## src/rtl/tmt_pkg.sv

```systemverilog
// Shared constants and types for the triple match timer.
// Assumes three control fields and three event sources per timer.
package tmt_pkg;
    localparam int EV_PER_TMR = 3;
    localparam int EV_M1      = 0;
    localparam int EV_M2      = 1;
    localparam int EV_OVF     = 2;
    localparam int CTL_FIELDS = 3;
    localparam int CTL_EN     = 0;
    localparam int CTL_CLK    = 1;
    localparam int CTL_IE     = 2;

    typedef struct packed {
        logic en;
        logic ext_clk;
        logic ie;
        logic up;
    } tmr_ctl_t;
endpackage

```

## src/rtl/tmt_tick_sync.sv

```systemverilog
// Two-flop synchroniser plus rising-edge detector for an external tick.
// Assumes tick_in is asynchronous and stays high and low for at least two
// clocks each; the output is a one-clock pulse three edges after the rise.
module tmt_tick_sync (
    input  logic clk,
    input  logic rst_n,
    input  logic tick_in,
    output logic pulse
);
    logic s1, s2, s3;

    // Synchronise the tick and keep one delayed copy for edge detection.
    always_ff @(posedge clk) begin
        if (!rst_n) begin
            s1 <= 1'b0;
            s2 <= 1'b0;
            s3 <= 1'b0;
        end else begin
            s1 <= tick_in;
            s2 <= s1;
            s3 <= s2;
        end
    end

    // Rising edge of the synchronised level.
    always_comb pulse = s2 & ~s3;


    sync_pulse_chk: assert property (@(posedge clk) disable iff (!rst_n)
        pulse |=> !pulse);
endmodule

```

## src/rtl/tmt_channel.sv

```systemverilog
// One timer: live count, reload and two compare registers, step logic and
// event generation. Events are flagged from the value held before a step.
// Assumes ext_pulse is already synchronised to clk.
module tmt_channel import tmt_pkg::*; #(
    parameter int CNT_W = 32
) (
    input  logic                  clk,
    input  logic                  rst_n,
    input  tmr_ctl_t              ctl,
    input  logic                  ext_pulse,
    input  logic                  wr_cnt,
    input  logic                  wr_rel,
    input  logic                  wr_m1,
    input  logic                  wr_m2,
    input  logic [CNT_W-1:0]      wdata,
    output logic [CNT_W-1:0]      count,
    output logic [CNT_W-1:0]      reload,
    output logic [CNT_W-1:0]      match1,
    output logic [CNT_W-1:0]      match2,
    output logic [EV_PER_TMR-1:0] ev
);
    localparam logic [CNT_W-1:0] TOP_V  = {CNT_W{1'b1}};
    localparam logic [CNT_W-1:0] ZERO_V = '0;
    localparam logic [CNT_W-1:0] ONE_V  = CNT_W'(1);

    logic             step;
    logic             at_end;
    logic [CNT_W-1:0] nxt;

    // A step happens on every enabled clock, or on tick pulses if selected.
    always_comb step = ctl.en & (ctl.ext_clk ? ext_pulse : 1'b1);

    // The terminal value depends on the counting direction.
    always_comb at_end = ctl.up ? (count == TOP_V) : (count == ZERO_V);

    // Next count value for a step: wrap to reload, else move by one.
    always_comb begin
        if (at_end)      nxt = reload;
        else if (ctl.up) nxt = count + ONE_V;
        else             nxt = count - ONE_V;
    end

    // Events raised by a step, judged on the pre-step count.
    always_comb begin
        ev         = '0;
        ev[EV_M1]  = step & (count == match1);
        ev[EV_M2]  = step & (count == match2);
        ev[EV_OVF] = step & at_end;
    end

    // Register updates; a bus write to the count beats a step.
    always_ff @(posedge clk) begin
        if (!rst_n) begin
            count  <= '0;
            reload <= '0;
            match1 <= '0;
            match2 <= '0;
        end else begin
            if (wr_rel) reload <= wdata;
            if (wr_m1)  match1 <= wdata;
            if (wr_m2)  match2 <= wdata;
            if (wr_cnt)    count <= wdata;
            else if (step) count <= nxt;
        end
    end


    cnt_frozen_chk: assert property (@(posedge clk) disable iff (!rst_n)
        (!ctl.en && !wr_cnt) |=> $stable(count));

    up_step_chk: assert property (@(posedge clk) disable iff (!rst_n)
        (step && ctl.up && !wr_cnt && count != TOP_V)
        |=> (count - $past(count)) == ONE_V);

    up_wrap_chk: assert property (@(posedge clk) disable iff (!rst_n)
        (step && ctl.up && !wr_cnt && count == TOP_V)
        |=> count == $past(reload));

    down_wrap_chk: assert property (@(posedge clk) disable iff (!rst_n)
        (step && !ctl.up && !wr_cnt && count == ZERO_V)
        |=> count == $past(reload));

    cnt_load_chk: assert property (@(posedge clk) disable iff (!rst_n)
        wr_cnt |=> count == $past(wdata));
endmodule

```

## src/rtl/tmt_irq.sv

```systemverilog
// Sticky status, mask and per-timer interrupt gating for all timers.
// Assumes events are single-cycle strobes; set wins over a write-one clear.
module tmt_irq import tmt_pkg::*; #(
    parameter  int NUM_TIMERS = 3,
    localparam int EV_W       = EV_PER_TMR * NUM_TIMERS
) (
    input  logic                  clk,
    input  logic                  rst_n,
    input  logic [EV_W-1:0]       ev,
    input  logic                  sts_we,
    input  logic                  msk_we,
    input  logic [EV_W-1:0]       wbits,
    input  logic [NUM_TIMERS-1:0] ie,
    output logic [EV_W-1:0]       sts,
    output logic [EV_W-1:0]       msk,
    output logic [NUM_TIMERS-1:0] irq
);
    logic [EV_W-1:0] clr;

    // Bits that software asks to clear this cycle.
    always_comb clr = sts_we ? wbits : '0;

    // Status and mask registers.
    always_ff @(posedge clk) begin
        if (!rst_n) begin
            sts <= '0;
            msk <= '1;
        end else begin
            sts <= (sts & ~clr) | ev;
            if (msk_we) msk <= wbits;
        end
    end

    // Per-timer interrupt: any unmasked status bit, gated by its enable.
    always_comb begin
        for (int t = 0; t < NUM_TIMERS; t++) begin
            irq[t] = ie[t] & (|(sts[EV_PER_TMR*t +: EV_PER_TMR] &
                                ~msk[EV_PER_TMR*t +: EV_PER_TMR]));
        end
    end

    for (genvar b = 0; b < EV_W; b++) begin : g_sts_chk

        sts_set_chk: assert property (@(posedge clk) disable iff (!rst_n)
            ev[b] |=> sts[b]);

        sts_clr_chk: assert property (@(posedge clk) disable iff (!rst_n)
            (sts_we && wbits[b] && !ev[b]) |=> !sts[b]);

        sts_hold_chk: assert property (@(posedge clk) disable iff (!rst_n)
            (!ev[b] && !(sts_we && wbits[b])) |=> sts[b] == $past(sts[b]));
    end

    for (genvar t = 0; t < NUM_TIMERS; t++) begin : g_irq_chk

        irq_gate_chk: assert property (@(posedge clk) disable iff (!rst_n)
            !ie[t] |-> !irq[t]);

        irq_mask_chk: assert property (@(posedge clk) disable iff (!rst_n)
            ((sts[EV_PER_TMR*t +: EV_PER_TMR] &
              ~msk[EV_PER_TMR*t +: EV_PER_TMR]) == '0) |-> !irq[t]);
    end
endmodule

```

## src/rtl/tri_match_timer.sv

```systemverilog
// Top: register decode, control register, three timer channels with tick
// synchronisers, and the shared status/mask/interrupt unit.
// Assumes word-aligned single-cycle accesses; reads are combinational.
module tri_match_timer import tmt_pkg::*; #(
    parameter int NUM_TIMERS = 3,
    parameter int CNT_W      = 32,
    parameter int ADDR_W     = 8
) (
    input  logic                  clk,
    input  logic                  rst_n,
    input  logic                  bus_en,
    input  logic                  bus_we,
    input  logic [ADDR_W-1:0]     bus_addr,
    input  logic [CNT_W-1:0]      bus_wdata,
    output logic [CNT_W-1:0]      bus_rdata,
    input  logic [NUM_TIMERS-1:0] ext_tick,
    output logic [NUM_TIMERS-1:0] irq
);
    localparam int EV_W    = EV_PER_TMR * NUM_TIMERS;
    localparam int CTL_W   = CTL_FIELDS * NUM_TIMERS + NUM_TIMERS;
    localparam int UP_BASE = CTL_FIELDS * NUM_TIMERS;
    localparam int IW      = ADDR_W - 2;
    localparam int REGS_PT = 4;
    localparam int IDX_CTL = REGS_PT * NUM_TIMERS;
    localparam int IDX_STS = IDX_CTL + 1;
    localparam int IDX_MSK = IDX_CTL + 2;

    logic [IW-1:0]         widx;
    logic                  aligned;
    logic                  wr_any;
    logic                  rd_any;
    logic                  hit;
    logic [CNT_W-1:0]      rd_val;
    logic [CTL_W-1:0]      ctrl_q;
    logic [EV_W-1:0]       ev_all;
    logic [EV_W-1:0]       sts;
    logic [EV_W-1:0]       msk;
    logic [NUM_TIMERS-1:0] ie_v;
    logic [NUM_TIMERS-1:0] tick_pulse;
    logic [CNT_W-1:0]      cnt_a [NUM_TIMERS];
    logic [CNT_W-1:0]      rel_a [NUM_TIMERS];
    logic [CNT_W-1:0]      m1_a  [NUM_TIMERS];
    logic [CNT_W-1:0]      m2_a  [NUM_TIMERS];

    // Decode the word index and the access kind.
    always_comb begin
        widx    = bus_addr[ADDR_W-1:2];
        aligned = (bus_addr[1:0] == 2'b00);
        wr_any  = bus_en & bus_we & aligned;
        rd_any  = bus_en & ~bus_we;
    end

    // Control register: enables, clock selects, irq enables, directions.
    always_ff @(posedge clk) begin
        if (!rst_n)                               ctrl_q <= '0;
        else if (wr_any && widx == IW'(IDX_CTL))  ctrl_q <= bus_wdata[CTL_W-1:0];
    end

    for (genvar t = 0; t < NUM_TIMERS; t++) begin : g_tmr
        tmr_ctl_t ctl_t;
        logic     wc, wr, w1, w2;

        // Unpack this timer's control fields.
        always_comb begin
            ctl_t.en      = ctrl_q[CTL_FIELDS*t + CTL_EN];
            ctl_t.ext_clk = ctrl_q[CTL_FIELDS*t + CTL_CLK];
            ctl_t.ie      = ctrl_q[CTL_FIELDS*t + CTL_IE];
            ctl_t.up      = ctrl_q[UP_BASE + t];
            ie_v[t]       = ctl_t.ie;
        end

        // Per-register write strobes for this timer.
        always_comb begin
            wc = wr_any & (widx == IW'(REGS_PT*t + 0));
            wr = wr_any & (widx == IW'(REGS_PT*t + 1));
            w1 = wr_any & (widx == IW'(REGS_PT*t + 2));
            w2 = wr_any & (widx == IW'(REGS_PT*t + 3));
        end

        tmt_tick_sync u_sync (
            .clk     (clk),
            .rst_n   (rst_n),
            .tick_in (ext_tick[t]),
            .pulse   (tick_pulse[t])
        );

        tmt_channel #(.CNT_W(CNT_W)) u_chan (
            .clk       (clk),
            .rst_n     (rst_n),
            .ctl       (ctl_t),
            .ext_pulse (tick_pulse[t]),
            .wr_cnt    (wc),
            .wr_rel    (wr),
            .wr_m1     (w1),
            .wr_m2     (w2),
            .wdata     (bus_wdata),
            .count     (cnt_a[t]),
            .reload    (rel_a[t]),
            .match1    (m1_a[t]),
            .match2    (m2_a[t]),
            .ev        (ev_all[EV_PER_TMR*t +: EV_PER_TMR])
        );
    end

    tmt_irq #(.NUM_TIMERS(NUM_TIMERS)) u_irq (
        .clk    (clk),
        .rst_n  (rst_n),
        .ev     (ev_all),
        .sts_we (wr_any && widx == IW'(IDX_STS)),
        .msk_we (wr_any && widx == IW'(IDX_MSK)),
        .wbits  (bus_wdata[EV_W-1:0]),
        .ie     (ie_v),
        .sts    (sts),
        .msk    (msk),
        .irq    (irq)
    );

    // Read multiplexer over every mapped register.
    always_comb begin
        rd_val = '0;
        hit    = 1'b0;
        if (aligned) begin
            for (int t = 0; t < NUM_TIMERS; t++) begin
                if (widx == IW'(REGS_PT*t + 0)) begin rd_val = cnt_a[t]; hit = 1'b1; end
                if (widx == IW'(REGS_PT*t + 1)) begin rd_val = rel_a[t]; hit = 1'b1; end
                if (widx == IW'(REGS_PT*t + 2)) begin rd_val = m1_a[t];  hit = 1'b1; end
                if (widx == IW'(REGS_PT*t + 3)) begin rd_val = m2_a[t];  hit = 1'b1; end
            end
            if (widx == IW'(IDX_CTL)) begin rd_val = {{(CNT_W-CTL_W){1'b0}}, ctrl_q}; hit = 1'b1; end
            if (widx == IW'(IDX_STS)) begin rd_val = {{(CNT_W-EV_W){1'b0}}, sts};     hit = 1'b1; end
            if (widx == IW'(IDX_MSK)) begin rd_val = {{(CNT_W-EV_W){1'b0}}, msk};     hit = 1'b1; end
        end
    end

    // Drive read data only for a read access.
    always_comb bus_rdata = rd_any ? rd_val : '0;


    rd_unmapped_chk: assert property (@(posedge clk) disable iff (!rst_n)
        (bus_en && !bus_we && !hit) |-> bus_rdata == '0);

    ctl_reset_chk: assert property (@(posedge clk)
        !rst_n |=> (ctrl_q == '0 && sts == '0 && msk == '1));
endmodule

```

## config.mk

```make
export PLATFORM = sky130hd
export DESIGN_NAME = tri_match_timer
export DESIGN_NICKNAME = d
export VERILOG_FILES = /design/src/rtl/tmt_pkg.sv /design/src/rtl/tmt_tick_sync.sv /design/src/rtl/tmt_channel.sv /design/src/rtl/tmt_irq.sv /design/src/rtl/tri_match_timer.sv
export SDC_FILE = /design/constraint.sdc
export NUM_CORES = 2
export LEC_CHECK = 0
export BUFFER_PORTS_ARGS = -buffer_cell sky130_fd_sc_hd__buf_2
export CAP_MARGIN = 20
export CORE_UTILIZATION = 35
export DETAILED_ROUTE_END_ITERATION = 7
export PLACE_DENSITY = 0.57
export REMOVE_ABC_BUFFERS = 1
export SLEW_MARGIN = 0
export SYNTH_ARGS = -nofsm -noshare
export SYNTH_HDL_FRONTEND = slang
export SYNTH_HIERARCHICAL = 1
export SYNTH_SLANG_ARGS = --single-unit
```

## constraint.sdc

```tcl
create_clock -name clk -period 2.8 [get_ports clk]
set_input_delay 0.28 -clock clk [delete_from_list [all_inputs] [get_ports clk]]
set_output_delay 0.28 -clock clk [all_outputs]
set_load 0.02 [all_outputs]
```

Yosys cells after proc, flatten, opt, wreduce, memory -nomap -nowiden
Cells that the tools add are included.
- equality and inequality tests: 23
- order comparisons: 0
- add/sub/neg operators: 6
- div/mod/pow operators: 0
- reduce and logical (&&, ||, !) cells: 14
- multipliers: 0
- bitwise logic cells: 46
- mux-type cells: 36
- shift-type cells: 0
- operators by type and width (kind ; number):
    2-to-1 mux 32 bit ; 29
    == test 32 bit ; 6
    adder 32 x 1 -> 32 bit, second input constant ; 3
    == test 32 bit, second input constant ; 3
    logical NOT 32 bit ; 3
    subtractor 32 x 1 -> 32 bit, second input constant ; 3
    == test 6 x 4 -> 1 bit, second input constant ; 7
    bitwise AND 1 bit ; 33
    == test 6 x 3 -> 1 bit, second input constant ; 4
    == test 6 x 2 -> 1 bit, second input constant ; 2
    bitwise AND 3 bit ; 3
    bitwise AND 9 bit ; 1
    2-to-1 mux 9 bit ; 1
    inverter 3 bit ; 3
    inverter 9 bit ; 1
    OR 9 bit ; 1
    OR reduction 3 bit ; 3
    == test 6 x 1 -> 1 bit, second input constant ; 1
    logical NOT 6 bit ; 1
    2-to-1 mux 1 bit ; 6
    nonzero test 2 bit ; 3
    inverter 1 bit ; 4
    logical AND 1 bit ; 3
    logical NOT 2 bit ; 1
- bits in read-only memories: 0
- word-level logic and storage cells: 149
- output and inout port bits: 35
- memories kept: 0
- bits in latches: 0
- register bits: 423
- memory bits (writable): 0
- input bits: 47

Logic depth before layout (Yosys ltp)
- word-level depth: 18
- mapped depth: 12
- depth with buffers taken out: 11

Hierarchy
The synthesis kept the hierarchy.
- modules (own cells, without submodules) (module ; sequential area each (µm²) ; instances ; cells each ; area an instance (µm²)):
    tmt_channel at g_tmr[1].u_chan ... ; 2562.5 ; 2 ; 885 ; 7521.0
    tmt_channel at g_tmr[0].u_chan ; 2562.5 ; 1 ; 874 ; 7564.8
    tri_match_timer ; 240.2 ; 1 ; 594 ; 4389.2
    tmt_irq ; 360.3 ; 1 ; 69 ; 732.0
    tmt_tick_sync ; 60.1 ; 3 ; 7 ; 92.6

Worst setup path after synthesis
Ideal clock, no wire load.
- kind: register to register
- start point: reg ctrl_q[9]
- end point: reg g_tmr[0].u_chan.count[12]
- slack: -0.261 ns
- data required time: 2.672 ns
- setup time: 0.128 ns
- path buffers: 0
- stages on the path, launching flop included: 11
- arrival: 2.933 ns
- cells stage by stage: dfxtp_1 -> inv_1 -> ha_1 -> nor2b_4 -> o31a_1 -> o31a_4 -> o211a_1 -> o21a_1 -> or3_1 -> a31oi_1 -> a21oi_1
- word-level cells in the longest chain between the ends: 4
- elaborated cells between the ends (all ways): 5
- those cells by class: mux: 5
- ends and longest elaborated chain (what ; RTL line ; text):
    from (decl) ; tri_match_timer.sv:34 ; logic [CTL_W-1:0] ctrl_q;
    from (signal assigned) ; tri_match_timer.sv:56 ; else if (wr_any && widx == IW'(IDX_CTL)) ctrl_q <= bus_wdata[CTL_W-1:0];
    2-to-1 mux 32 bit or 2-to-1 mux 1 bit (tied branches) ; tmt_channel.sv:39, tmt_channel.sv:34 ;
    2-to-1 mux 32 bit * ; tmt_channel.sv:38 ; if (at_end) nxt = reload;
    2-to-1 mux 32 bit * ; tmt_channel.sv:63 ; else if (step) count <= nxt;
    2-to-1 mux 32 bit * ; tmt_channel.sv:62 ; if (wr_cnt) count <= wdata;
    to (signal assigned) ; tmt_channel.sv:62 ;
    to (signal assigned) ; tmt_channel.sv:63 ;
    to (decl) ; tmt_channel.sv:16 ; output logic [CNT_W-1:0] count,
Mark *: on every way between the ends. The rest lies on a longest branch, timed or not. The select of a mux whose other input is x is not followed.
A chain may end at the register's enable or synchronous reset.

Worst setup path after layout
- start point: reg g_tmr[0].u_chan.count[17]
- end point: out bus_rdata[17]
- word-level cells in the longest chain between the ends: 17
- ends and longest elaborated chain (what ; RTL line ; text):
    2-to-1 mux 32 bit ; tri_match_timer.sv:124 ; if (widx == IW'(REGS_PT*t + 0)) begin rd_val = cnt_a[t]; hit = 1'b1; end
    2-to-1 mux 32 bit ; tri_match_timer.sv:125 ; if (widx == IW'(REGS_PT*t + 1)) begin rd_val = rel_a[t]; hit = 1'b1; end
    2-to-1 mux 32 bit ; tri_match_timer.sv:126 ; if (widx == IW'(REGS_PT*t + 2)) begin rd_val = m1_a[t]; hit = 1'b1; end
    2-to-1 mux 32 bit ; tri_match_timer.sv:127 ; if (widx == IW'(REGS_PT*t + 3)) begin rd_val = m2_a[t]; hit = 1'b1; end
    2-to-1 mux 32 bit ; tri_match_timer.sv:124 ;
    2-to-1 mux 32 bit ; tri_match_timer.sv:125 ;
    2-to-1 mux 32 bit ; tri_match_timer.sv:126 ;
    2-to-1 mux 32 bit ; tri_match_timer.sv:127 ;
    2-to-1 mux 32 bit ; tri_match_timer.sv:124 ;
    2-to-1 mux 32 bit ; tri_match_timer.sv:125 ;
    2-to-1 mux 32 bit ; tri_match_timer.sv:126 ;
    2-to-1 mux 32 bit ; tri_match_timer.sv:127 ;
    2-to-1 mux 32 bit ; tri_match_timer.sv:129 ; if (widx == IW'(IDX_CTL)) begin rd_val = {{(CNT_W-CTL_W){1'b0}}, ctrl_q}; hit = 1'b1; end
    2-to-1 mux 32 bit ; tri_match_timer.sv:130 ; if (widx == IW'(IDX_STS)) begin rd_val = {{(CNT_W-EV_W){1'b0}}, sts}; hit = 1'b1; end
    2-to-1 mux 32 bit ; tri_match_timer.sv:131 ; if (widx == IW'(IDX_MSK)) begin rd_val = {{(CNT_W-EV_W){1'b0}}, msk}; hit = 1'b1; end
    2-to-1 mux 32 bit ; tri_match_timer.sv:122 ; if (aligned) begin
    2-to-1 mux 32 bit ; tri_match_timer.sv:136 ; always_comb bus_rdata = rd_any ? rd_val : '0;
    to (decl) ; tri_match_timer.sv:15 ; output logic [CNT_W-1:0] bus_rdata,
Every way passes these cells.

==> impl_metrics.yaml <==
outcome:
  outcome: "complete, but fails checks"
  violations: "negative setup slack"
layout:
  drive_gt1_share_pct: 19.3
  nFillCells: 7996
  finish.net_count: 3725
  n_antenna_cell: 0
  finalNonFillerCells: 4674
  syn2layout_area_growth_pct: 20.8
  final_cell_area_um2: 33800
pwr:
  p_per_area_nw_per_um2: 413
  p_leak_nw: 13.0
  power.total_mw: 14.0
  vdd_drop_max_mv: 0.396
sta:
  tightest_slew_ps: 1090
  tns_ps: -95.6
  setup_viol: 5
  slew_viol_final: 0
  clock.fmax_mhz: 352
  timing.final.hold_violations: 0
  period_needed_ps: 2840
  rsz0062_at_grt: "true"
  post-route-period-util_pct: 102
  slew_headroom_pct: 27.5
  fin_ws_ps: -42.2
  clock_skew_ps: 35.9
worst_setup_path:
  critPathRequiredTime_ps: 2520
  cp_num_buf_inv: 2
  crit_type: "reg -> out"
  worstReg2RegEnd: "g_tmr[2].u_chan/count[26]"
  crit_family: "compound AO/OA/AOI/OAI gates"
  cp-start-kind: "register"
  ff2ff_setup_slack_ps: 60
  cp.arrival_ps: 2560
  r2r_start: "ctrl_q[11]"
  worstSetupEndpointType: "primary output"
  cp_max_fo: 7
  cpPeakStageDelay_ps: 520
  worstPathCellList: "mux4_2 -> inv_1 -> o21ai_0 -> nand2_1 -> a31oi_1 -> buf_2"
  reg2regPathDepth: 10
  cpMaxStageDelayCell: "dfxtp_1"
yosys:
  synth_enable_flop_cells: 0
  synth_area_um2: 28000
  async_reset_ff_share_pct: 0
  synthFlopType: "dfxtp_1"
  yosysTopAreaCellShare_pct: 30.2
  netlist_top_cells_area: "dfxtp_1 (30%), mux2i_1 (13%), nor2_1 (6.3%)"
  syn_inst: 3328
  ys_ff_latch: 423
  netlist_top_cells_count: "nor2_1 (467), dfxtp_1 (423), mux2i_1 (359), a21oi_1 (249), nand2_1 (227)"
  ys.warnings.count: 6
  synth.most_common_cell: "nor2_1"
  ys_seq_area_share_pct: 30.2
  synth_largest_area_cell: "dfxtp_1"
  avgSynthCellArea_um2: 8.42
  synth_cell_types: 98
placed_design:
  hpwl_um: 86400
  dp_cells: 4577
  dpl_cell_area_um2: 31700
  gp_congestion: 1.00
  pre_cts_ws_ps: -81.3
  io_buffers: 81
detailed_routing:
  dr.first_iter.drc_count: 3128
  wl_met1_um: 50300
  drc: 0
  wire_per_inst_um: 24.6
  routed_wl_um: 115000
  vias: 27400
  top_layer: "met5"
  wl_met3_um: 9830
  drtPass1Iterations: 6
  detail-route-antenna-nets: 0
  wl_met2_um: 49800
  viasPerCell: 5.87
cts:
  path_clk_slew_ps: 70
  cts_tree: "built"
  cts_buffers: 49
  clockBufferDepth: 3
  insertion_delay_ps: 610
  h-tree-depth: 2
  cts.sink_count: 423
  cts-root-buf: "clkbuf_16"
grt:
  grt_pass1_vias: 25700
  grt_usage_pct: 27.5
  grt_pass1_wl_um: 169000
  grt_max_degree: 96
  antenna_found_initial: 3
  gr-total-overflow: 0
floorplanning:
  die_width_um: 285
  start_util_pct: 35.4
  core_area_um2: 79100
  pin_count: 82
  rows: 103
  dieHeight_um: 285
  dieArea_um2: 81200
flow_run:
  drv_cap: 0
worst_hold_path:
  holdPathEnd: "g_tmr[1].u_chan/count[16]"
  hold_class: "in -> reg"
  worstHoldStart: "bus_wdata[16]"
  hold_depth: 3
==> worst max-delay path by stage <==
| stage | startpoint | endpoint | slack, ps | depth (start not counted) |
|---|---|---|---|---|
| floorplan | bus_addr[7] | g_tmr[1].u_chan/count[15] | -2420 | 6 |
| global placement | ctrl_q[10] | g_tmr[1].u_chan/count[24] | -60 | 12 |
| detailed placement | ctrl_q[10] | g_tmr[1].u_chan/count[26] | -80 | 13 |
| CTS | g_tmr[0].u_chan/count[11] | bus_rdata[11] | -50 | 7 |
| global route | ctrl_q[10] | g_tmr[1].u_chan/count[26] | -80 | 13 |
| finish | g_tmr[0].u_chan/count[17] | bus_rdata[17] | -40 | 6 |
==> stage by stage <==
step                hold WS, ps  utilization (%)
CTS                        97.3             42.4
detailed placement          416             40.0
global placement            414             40.0
finish                      108             42.8
global route                112             42.8
floorplan                   342                -
==> where the power goes <==
group	switching (mW)	total [mW]	internal (mW)
combinational	0.651	0.928	0.277
sequential	0.00811	6.03	6.02
clock	2.78	7.02	4.23
==> cells in the final DEF (no fill, tap or decap), types with 36 or more instances in the layout <==
cell / n
nor4_1: 55
mux2i_1: 359
mux4_2: 36
xnor2_1: 176
a21oi_1: 237
a21o_1: 57
buf_2: 75
o21ai_0: 125
o211ai_1: 38
xor2_1: 84
nand3_1: 93
buf_4: 317
clkbuf_16: 50
nand2_1: 225
ha_1: 86
nand4_1: 84
nor2_1: 456
o21a_1: 36
dfxtp_1: 413
==> routing by layer <==
layer  vias up  global-route usage, %
li1      12600                      -
met1     13200                   38.2
met2      1297                   41.5
met3       246                   5.34
met4         4                   11.2
met5         -                      0
==> worst register-to-register path, stage by stage (launching register included) <==
cell       delay (ps)
dfxtp_4           360
fa_2              390
and2b_1           240
o2111ai_2         170
a311oi_2          440
o21ai_2           110
a21oi_2           180
o21a_1            200
o21ai_1           100
mux2_1            340
a21oi_2           140
==> registers in the layout (all words and copies together), names as in the netlist <==
name / flops
ctrl_q: 12
g_tmr.u_chan/count: 96
g_tmr.u_chan/match1: 96
g_tmr.u_chan/match2: 96
g_tmr.u_chan/reload: 96
g_tmr.u_sync/s1: 3
g_tmr.u_sync/s2: 3
g_tmr.u_sync/s3: 3
u_irq/msk: 9
u_irq/sts: 9
==> final cells by class <==
type	instances	area, µm²	share of cell area [%]
clock buffers	70	1490	4.39
clock inverters	20	269	0.795
inverters	34	135	0.399
multi-input cells	2652	18800	55.5
flip-flops and latches	423	8490	25.1
well taps	1050	1310	3.88
repair buffers	425	3350	9.90
==> timing repair <==
| action | CTS | global route |
|---|---|---|
| hold buffers | 3 | 0 |
| buffers inserted | 2 | 6 |
| endpoints found under the hold margin | 3 | 0 |
| gates cloned | 0 | 0 |
| setup endpoints to repair | 27 | 58 |
| resized for setup | 25 | 74 |
| pin swaps | 11 | 27 |
==> kinds of logic (layout without fill, tap and decap cells) <==
| family | count (synthesis) | after routing | share of synthesized area (%) |
|---|---|---|---|
| mux | 412 | 412 | 16.4 |
| flops | 423 | 423 | 30.2 |
| compound gates | 784 | 784 | 18.4 |
| fa+ha+maj | 93 | 93 | 4.24 |
| xor+xnor | 260 | 260 | 8.13 |
| simple gates | 1103 | 1103 | 18.5 |
| buf+inv | 253 | 549 | 4.15 |
(Power assumes the default switching activity.)
